[src/rtl/dref_pkg.sv]
package dref_pkg;
  typedef enum logic [2:0] {
    ST_IDLE,
    ST_HROW,
    ST_HCOL,
    ST_PRE,
    ST_RCAS,
    ST_RRAS
  } dref_st_e;
endpackage

[src/rtl/dref_timer.sv]
module dref_timer #(
  parameter int TMR_W  = 16,
  parameter int PEND_W = 4
) (
  input  logic             clk_i,
  input  logic             rst_ni,
  input  logic [TMR_W-1:0] interval_i,
  input  logic             restart_i,
  input  logic             consume_i,
  output logic             due_o
);
  localparam logic [PEND_W-1:0] PEND_MAX = '1;

  logic [TMR_W-1:0]  cnt_q;
  logic [PEND_W-1:0] pend_q;
  logic              expire, inc, dec;

  assign expire = (cnt_q == '0);
  // a restart covers the expiry it coincides with
  assign inc    = expire && !restart_i;
  assign dec    = consume_i && ((pend_q != '0) || inc);
  assign due_o  = expire || (pend_q != '0);

  always_ff @(posedge clk_i or negedge rst_ni) begin
    if (!rst_ni) begin
      cnt_q <= '0;
    end else if (restart_i || expire) begin
      cnt_q <= interval_i;
    end else begin
      cnt_q <= cnt_q - 1'b1;
    end
  end

  always_ff @(posedge clk_i or negedge rst_ni) begin
    if (!rst_ni) begin
      pend_q <= '0;
    end else if (inc && !dec) begin
      if (pend_q != PEND_MAX) pend_q <= pend_q + 1'b1;
    end else if (dec && !inc) begin
      pend_q <= pend_q - 1'b1;
    end
  end


  restart_chk: assert property (@(posedge clk_i) disable iff (!rst_ni)
    restart_i |=> cnt_q == $past(interval_i));


  pend_keep_chk: assert property (@(posedge clk_i) disable iff (!rst_ni)
    (inc && !consume_i && pend_q != PEND_MAX) |=> pend_q == $past(pend_q) + 1'b1);


  pend_take_chk: assert property (@(posedge clk_i) disable iff (!rst_ni)
    (consume_i && !inc && pend_q != '0) |=> pend_q == $past(pend_q) - 1'b1);
endmodule

[src/rtl/dref_rowctr.sv]
module dref_rowctr #(
  parameter int ROW_W = 10
) (
  input  logic             clk_i,
  input  logic             rst_ni,
  input  logic             adv_i,
  output logic [ROW_W-1:0] row_o
);
  logic [ROW_W-1:0] row_q;

  always_ff @(posedge clk_i or negedge rst_ni) begin
    if (!rst_ni)    row_q <= '0;
    else if (adv_i) row_q <= row_q + 1'b1;
  end

  assign row_o = row_q;


  row_step_chk: assert property (@(posedge clk_i) disable iff (!rst_ni)
    adv_i |=> row_q == $past(row_q) + ROW_W'(1));


  row_hold_chk: assert property (@(posedge clk_i) disable iff (!rst_ni)
    !adv_i |=> $stable(row_q));
endmodule

[src/rtl/dref_seq.sv]
module dref_seq
  import dref_pkg::*;
#(
  parameter int ROW_W = 10,
  parameter int T_RAS = 4,
  parameter int T_RP  = 2,
  parameter int T_RCD = 2
) (
  input  logic               clk_i,
  input  logic               rst_ni,
  input  logic               due_i,
  input  logic               mode_cbr_i,
  input  logic               hidden_en_i,
  input  logic               req_i,
  input  logic               we_i,
  input  logic [2*ROW_W-1:0] addr_i,
  input  logic [ROW_W-1:0]   ref_row_i,
  output logic               ready_o,
  output logic               consume_o,
  output logic               restart_o,
  output logic               adv_o,
  output logic [ROW_W-1:0]   dram_addr_o,
  output logic               ras_no,
  output logic               cas_no,
  output logic               we_no
);
  localparam int T_COL = T_RAS - T_RCD;
  localparam int T_MAX = (T_RAS > T_RP) ? T_RAS : T_RP;
  localparam int CNT_W = $clog2(T_MAX + 1);

  dref_st_e         st_q, st_d;
  logic [CNT_W-1:0] cnt_q, cnt_d;
  logic             hid_q, hid_d, cbr_q, cbr_d, we_q, we_d;
  logic [ROW_W-1:0] row_q, row_d, col_q, col_d;
  logic             last;

  function automatic logic [CNT_W-1:0] ld(dref_st_e s);
    case (s)
      ST_HROW: return CNT_W'(T_RCD - 1);
      ST_HCOL: return CNT_W'(T_COL - 1);
      ST_PRE:  return CNT_W'(T_RP - 1);
      ST_RCAS: return CNT_W'(T_RCD - 1);
      ST_RRAS: return CNT_W'(T_RAS - 1);
      default: return '0;
    endcase
  endfunction

  assign last    = (cnt_q == '0);
  assign ready_o = (st_q == ST_IDLE) && !due_i;

  always_comb begin
    st_d      = st_q;
    hid_d     = hid_q;
    cbr_d     = cbr_q;
    we_d      = we_q;
    row_d     = row_q;
    col_d     = col_q;
    consume_o = 1'b0;
    restart_o = 1'b0;
    adv_o     = 1'b0;
    case (st_q)
      ST_IDLE: begin
        if (due_i) begin
          consume_o = 1'b1;
          cbr_d     = mode_cbr_i;
          st_d      = mode_cbr_i ? ST_RCAS : ST_RRAS;
        end else if (req_i) begin
          st_d  = ST_HROW;
          we_d  = we_i;
          row_d = addr_i[2*ROW_W-1:ROW_W];
          col_d = addr_i[ROW_W-1:0];
        end
      end
      ST_HROW: if (last) st_d = ST_HCOL;
      ST_HCOL: begin
        if (last) begin
          st_d  = ST_PRE;
          hid_d = hidden_en_i;
          if (hidden_en_i) begin
            restart_o = 1'b1;
            consume_o = 1'b1;
          end
        end
      end
      ST_PRE: begin
        if (last) begin
          if (hid_q) begin
            hid_d = 1'b0;
            cbr_d = mode_cbr_i;
            st_d  = mode_cbr_i ? ST_RCAS : ST_RRAS;
          end else begin
            st_d = ST_IDLE;
          end
        end
      end
      ST_RCAS: if (last) st_d = ST_RRAS;
      ST_RRAS: begin
        if (last) begin
          st_d  = ST_PRE;
          adv_o = !cbr_q;
        end
      end
      default: st_d = ST_IDLE;
    endcase
    if (st_d != st_q)     cnt_d = ld(st_d);
    else if (cnt_q != '0) cnt_d = cnt_q - 1'b1;
    else                  cnt_d = cnt_q;
  end

  always_ff @(posedge clk_i or negedge rst_ni) begin
    if (!rst_ni) begin
      st_q  <= ST_IDLE;
      cnt_q <= '0;
      hid_q <= 1'b0;
      cbr_q <= 1'b0;
      we_q  <= 1'b0;
      row_q <= '0;
      col_q <= '0;
    end else begin
      st_q  <= st_d;
      cnt_q <= cnt_d;
      hid_q <= hid_d;
      cbr_q <= cbr_d;
      we_q  <= we_d;
      row_q <= row_d;
      col_q <= col_d;
    end
  end

  always_comb begin
    ras_no = !(st_q == ST_HROW || st_q == ST_HCOL || st_q == ST_RRAS);
    cas_no = !(st_q == ST_HCOL || st_q == ST_RCAS || (st_q == ST_RRAS && cbr_q));
    we_no  = !(st_q == ST_HCOL && we_q);
    case (st_q)
      ST_HROW: dram_addr_o = row_q;
      ST_HCOL: dram_addr_o = col_q;
      ST_RRAS: dram_addr_o = cbr_q ? '0 : ref_row_i;
      default: dram_addr_o = '0;
    endcase
  end


  refwin_chk: assert property (@(posedge clk_i) disable iff (!rst_ni)
    (st_q == ST_IDLE && due_i) |=> (st_q == ST_RCAS || st_q == ST_RRAS));


  accept_chk: assert property (@(posedge clk_i) disable iff (!rst_ni)
    (req_i && ready_o) |=> st_q == ST_HROW);


  cbr_order_chk: assert property (@(posedge clk_i) disable iff (!rst_ni)
    ($fell(ras_no) && !cas_no) |-> cbr_q);
endmodule

[src/rtl/dref_ctrl.sv]
module dref_ctrl #(
  parameter int ROW_W  = 10,
  parameter int TMR_W  = 16,
  parameter int PEND_W = 4,
  parameter int T_RAS  = 4,
  parameter int T_RP   = 2,
  parameter int T_RCD  = 2
) (
  input  logic               clk_i,
  input  logic               rst_ni,
  input  logic [TMR_W-1:0]   interval_i,
  input  logic               mode_cbr_i,
  input  logic               hidden_en_i,
  input  logic               req_i,
  input  logic               we_i,
  input  logic [2*ROW_W-1:0] addr_i,
  output logic               ready_o,
  output logic [ROW_W-1:0]   dram_addr_o,
  output logic               ras_no,
  output logic               cas_no,
  output logic               we_no
);
  logic             due, consume, restart, adv;
  logic [ROW_W-1:0] ref_row;

  dref_timer #(.TMR_W(TMR_W), .PEND_W(PEND_W)) timer_i (
    .clk_i      (clk_i),
    .rst_ni     (rst_ni),
    .interval_i (interval_i),
    .restart_i  (restart),
    .consume_i  (consume),
    .due_o      (due)
  );

  dref_rowctr #(.ROW_W(ROW_W)) rowctr_i (
    .clk_i  (clk_i),
    .rst_ni (rst_ni),
    .adv_i  (adv),
    .row_o  (ref_row)
  );

  dref_seq #(.ROW_W(ROW_W), .T_RAS(T_RAS), .T_RP(T_RP), .T_RCD(T_RCD)) seq_i (
    .clk_i       (clk_i),
    .rst_ni      (rst_ni),
    .due_i       (due),
    .mode_cbr_i  (mode_cbr_i),
    .hidden_en_i (hidden_en_i),
    .req_i       (req_i),
    .we_i        (we_i),
    .addr_i      (addr_i),
    .ref_row_i   (ref_row),
    .ready_o     (ready_o),
    .consume_o   (consume),
    .restart_o   (restart),
    .adv_o       (adv),
    .dram_addr_o (dram_addr_o),
    .ras_no      (ras_no),
    .cas_no      (cas_no),
    .we_no       (we_no)
  );
endmodule

[config.mk]
export PLATFORM = sky130hd
export DESIGN_NAME = dref_ctrl
export DESIGN_NICKNAME = d
export VERILOG_FILES = /design/src/rtl/dref_pkg.sv /design/src/rtl/dref_timer.sv /design/src/rtl/dref_rowctr.sv /design/src/rtl/dref_seq.sv /design/src/rtl/dref_ctrl.sv
export SDC_FILE = /design/constraint.sdc
export NUM_CORES = 1
export LEC_CHECK = 0
export BUFFER_PORTS_ARGS = -buffer_cell sky130_fd_sc_hd__buf_2
export CAP_MARGIN = 20
export CORE_UTILIZATION = 40
export DETAILED_ROUTE_END_ITERATION = 8
export PLACE_DENSITY = 0.68
export SYNTH_ARGS = -nofsm -noshare
export SYNTH_HDL_FRONTEND = slang
export SYNTH_HIERARCHICAL = 1
export SYNTH_SLANG_ARGS = --single-unit
[constraint.sdc]
create_clock -name clk_i -period 7.5 [get_ports clk_i]
set_input_delay 1.5 -clock clk_i [delete_from_list [all_inputs] [get_ports clk_i]]
set_output_delay 1.5 -clock clk_i [all_outputs]
set_load 0.01 [all_outputs]
==> summary.md <==
| Metric | Value |
|---|---|
| CTS Sinks | 59 |
| Fin Setup TNS | 0 ns |
| Number of core rows | 32 |
| WL met3 | 265 µm |
| Post-synthesis instance total | 289 |
| Setup crit start kind | register |
| Worst reg-to-reg path cell count | 13 |
| Commonest register cell after synthesis | dfrtp_1 |
| Required @ worst endpoint | 6.00 ns |
| Detailed placement HPWL | approximately 4500 µm |
| Wl on met1 | 2980 µm |
| Drt wl/cell | approximately 14 µm |
| Post-synthesis sequential area ratio | 46.3% |
| Status | completed |
| Post-synthesis to final-layout area growth | 16.8% |
| Max Cap Violations | 0 |
| Worst hold endpoint | rowctr_i/row_o[9]$_DFFE_PN0P_ |
| Minimum clock period | 4.11 ns |
| Largest net degree at the start of global routing | 60 |
| Hold Buf Count CTS | 0 |
| Via count | 2348 |
| I/O Buffers | 55 |
| Die X | 91.3 µm |
| Peak VDD IR | around 0.16 mV |
| Detailed Route Iter0 Violations | between 100 and 150 |
| Clock Tree Buf Depth | 2 |
| R2r endpoint | timer_i/pend_q[3]$_DFFE_PN0P_ |
| Cell Area, Synth | 0.00319 mm² |
| Vias per std cell | a little over 5 |
| Netlist cell types | 56 |
| Crit Path Category | register to primary output |
| Pre-CTS setup slack | 3.64 ns |
| FF-to-FF setup slack | 3.82 ns |
| Post-synth EDFFs | 0 |
| Slew Limit Headroom | between 30% and 40% |
| Worst hold path type | register to register |
| Placed Cells | 438 |
| Die area | between 0.008 and 0.009 mm² |
| CTS Root Cell | clkbuf_8 |
| Final Max Slew Viols | 0 |
| Layout net count | 396 |
| Fillers | 729 |
| RSZ-0062 raised after global routing | false |
| CP arrival | 2.61 ns |
| Synth area leaders | dfrtp_1 (46%), mux2_2 (7.4%), nand2_1 (3.8%) |
| Clock skew | between 0.01 and 0.015 ns |
| Vias in the first global route | between 2000 and 2500 |
| Fin. Hold Viols | 0 |
| Global-route wire length before repair | 11100 µm |
| Synth warn | 6 |
| Clk slew on worst S/H paths | ~0.070 ns |
| Worst hold path depth | 1 |
| Top Ports | 56 |
| FF+latch count, synth | a little under 60 |
| Final setup vio count | 0 |
| Hold_sp | rowctr_i/row_o[9]$_DFFE_PN0P_ |
| TritonCTS clock tree | done |
| Top Layer Used | met4 |
| Die span in y | 91.3 µm |
| DRT Pass-1 Iters | 4 |
| Slew of the pin with the lowest slew margin | 1.02 ns |
| Final worst setup slack | ~3.4 ns |
| Initial antenna violation count | 0 |
| H-tree depth | 3 |
| Worst-Skew Late Latency | about 0.34 ns |
| Post-synth top area share | 46.3% |
| Largest area contributor in the netlist | dfrtp_1 |
| Crit path max fanout | 14 |
| CTS resizes | 0 |
| Finished Layout Cells | between 400 and 500 |
| GRT Residual Overflow | 0 |
| Crit. End Element | primary output |
| Fmax | approximately 240 MHz |
| Syn Area/Cell | 11.0 µm² |
| Final period util | 54.9% |
| Final wirelength | 6440 µm |
| Syn nets | about 340 |
| N_diodes | 0 |
| RePlAce Congestion | 0.797 |
| Core area | 0.00773 mm² |
| TritonCTS buffer count | 9 |
| Fraction of layout cells with a size suffix above 1 | 34.2% |
| Total power | 1380 µW |
| DRT antenna net count | 0 |
| Synth async-reset ratio | 100% |
| Setup repair bufs after CTS | 0 |
| DRC violations left | 0 |
| R2R Path Start | seq_i/st_q[1]$_DFF_PN0_ |
| Initial Utilization | around 41% |
| Leak | 0.00177 µW |
| Gr usage total | 17.0% |
| Power per standard cell area | 370 mW/mm² |
| Met2 wire len | about 3100 µm |
## state kept, by name, indices dropped and copies added, names as in the netlist
register        count
seq_i/we_q          1
seq_i/cnt_q         3
seq_i/row_q        10
timer_i/cnt_q      16
seq_i/col_q        10
seq_i/cbr_q         1
seq_i/hid_q         1
seq_i/st_q          3
rowctr_i/row_o     10
timer_i/pend_q      4
## final cells by class
type	count	area [µm²]	share of cell area, %
clock buffer	10	128	3.43
tap	102	128	3.43
clock inverter	5	78.8	2.12
sequential	59	1480	39.7
timing repair buffer	57	290	7.80
inverter	20	75.1	2.02
multi-input combinational	200	1550	41.6
## how the worst max path moves through the flow
stage                                  startpoint                       endpoint  depth (start not counted)
after floorplan                       hidden_en_i  timer_i/pend_q[3]$_DFFE_PN0P_                         11
after global placement                hidden_en_i  timer_i/pend_q[3]$_DFFE_PN0P_                         12
after detailed placement              hidden_en_i  timer_i/pend_q[3]$_DFFE_PN0P_                         12
after CTS                 seq_i/st_q[1]$_DFF_PN0_                 dram_addr_o[0]                          5
after global routing      seq_i/st_q[1]$_DFF_PN0_                 dram_addr_o[0]                          5
final                     seq_i/st_q[1]$_DFF_PN0_                 dram_addr_o[0]                          5
## layer usage
metal	global-route usage [%]	vias up
met5	0	-
met4	6.75	0
met3	4.27	10
met2	27.1	47
met1	22.1	1151
li1	-	1140
## critical path, cell delays in order, from the launching register on
cell,delay (ns)
dfrtp_1,0.63
or2b_2,0.39
nor2_1,0.78
a222oi_1,0.25
inv_1,0.10
buf_2,0.13
## where the power goes
part           switching (µW)  total (µW)  internal (µW)
sequential                139         592            453
clock                     123         308            185
combinational             233         478            245
total                     496        1380            882
## kinds of logic after synthesis
family | Yosys count | share of synthesized area (%)
muxes | 28 | 10.0
and+or+nand+nor | 94 | 18.0
AOI/OAI and AO/OA | 48 | 11.2
buffers and inverters | 30 | 5.14
adders and majority gates | 7 | 2.98
DFF | 59 | 46.3
xor gates and xnor gates | 23 | 6.32
## per-stage QoR
step / util (%) / instance area [µm²] / hold WS [ns]
finish: 48.2 / 3720 / 0.491
global placement: 45.5 / 3520 / 0.469
CTS: 48.2 / 3720 / 0.485
detailed placement: 45.5 / 3520 / 0.468
floorplan: - / 3190 / 0.441
global route: 48.2 / 3720 / 0.504
## cell usage after synthesis, types with 5 or more instances
| library cell | n |
|---|---|
| o21ai_0 | 17 |
| ha_1 | 6 |
| inv_1 | 20 |
| dfrtp_1 | 59 |
| a21oi_1 | 6 |
| nand2_1 | 32 |
| xor2_1 | 11 |
| mux2_2 | 21 |
| nor2_1 | 18 |
| xnor2_1 | 12 |
| buf_6 | 5 |
| a222oi_1 | 10 |
## layout by cell type, fill, tap and decap left out, types with 2 or more instances in the layout
master / count
a21oi_1: 6
a222oi_1: 10
a31oi_1: 4
and2b_2: 3
buf_2: 55
buf_4: 2
bufinv_16: 2
clkbuf_8: 9
clkinv_2: 2
dfrtp_1: 59
ha_1: 6
inv_1: 20
mux2_1: 2
mux2_2: 21
mux2_4: 2
mux2i_1: 3
nand2_1: 32
nand2b_1: 4
nand3_1: 4
nand4_1: 4
nor2_1: 18
nor2_4: 2
nor3_1: 2
nor3_2: 2
nor4_1: 3
nor4_2: 2
o21ai_0: 17
or2b_2: 2
xnor2_1: 12
xor2_1: 11
Note: power is estimated with default switching activity, not from simulation.
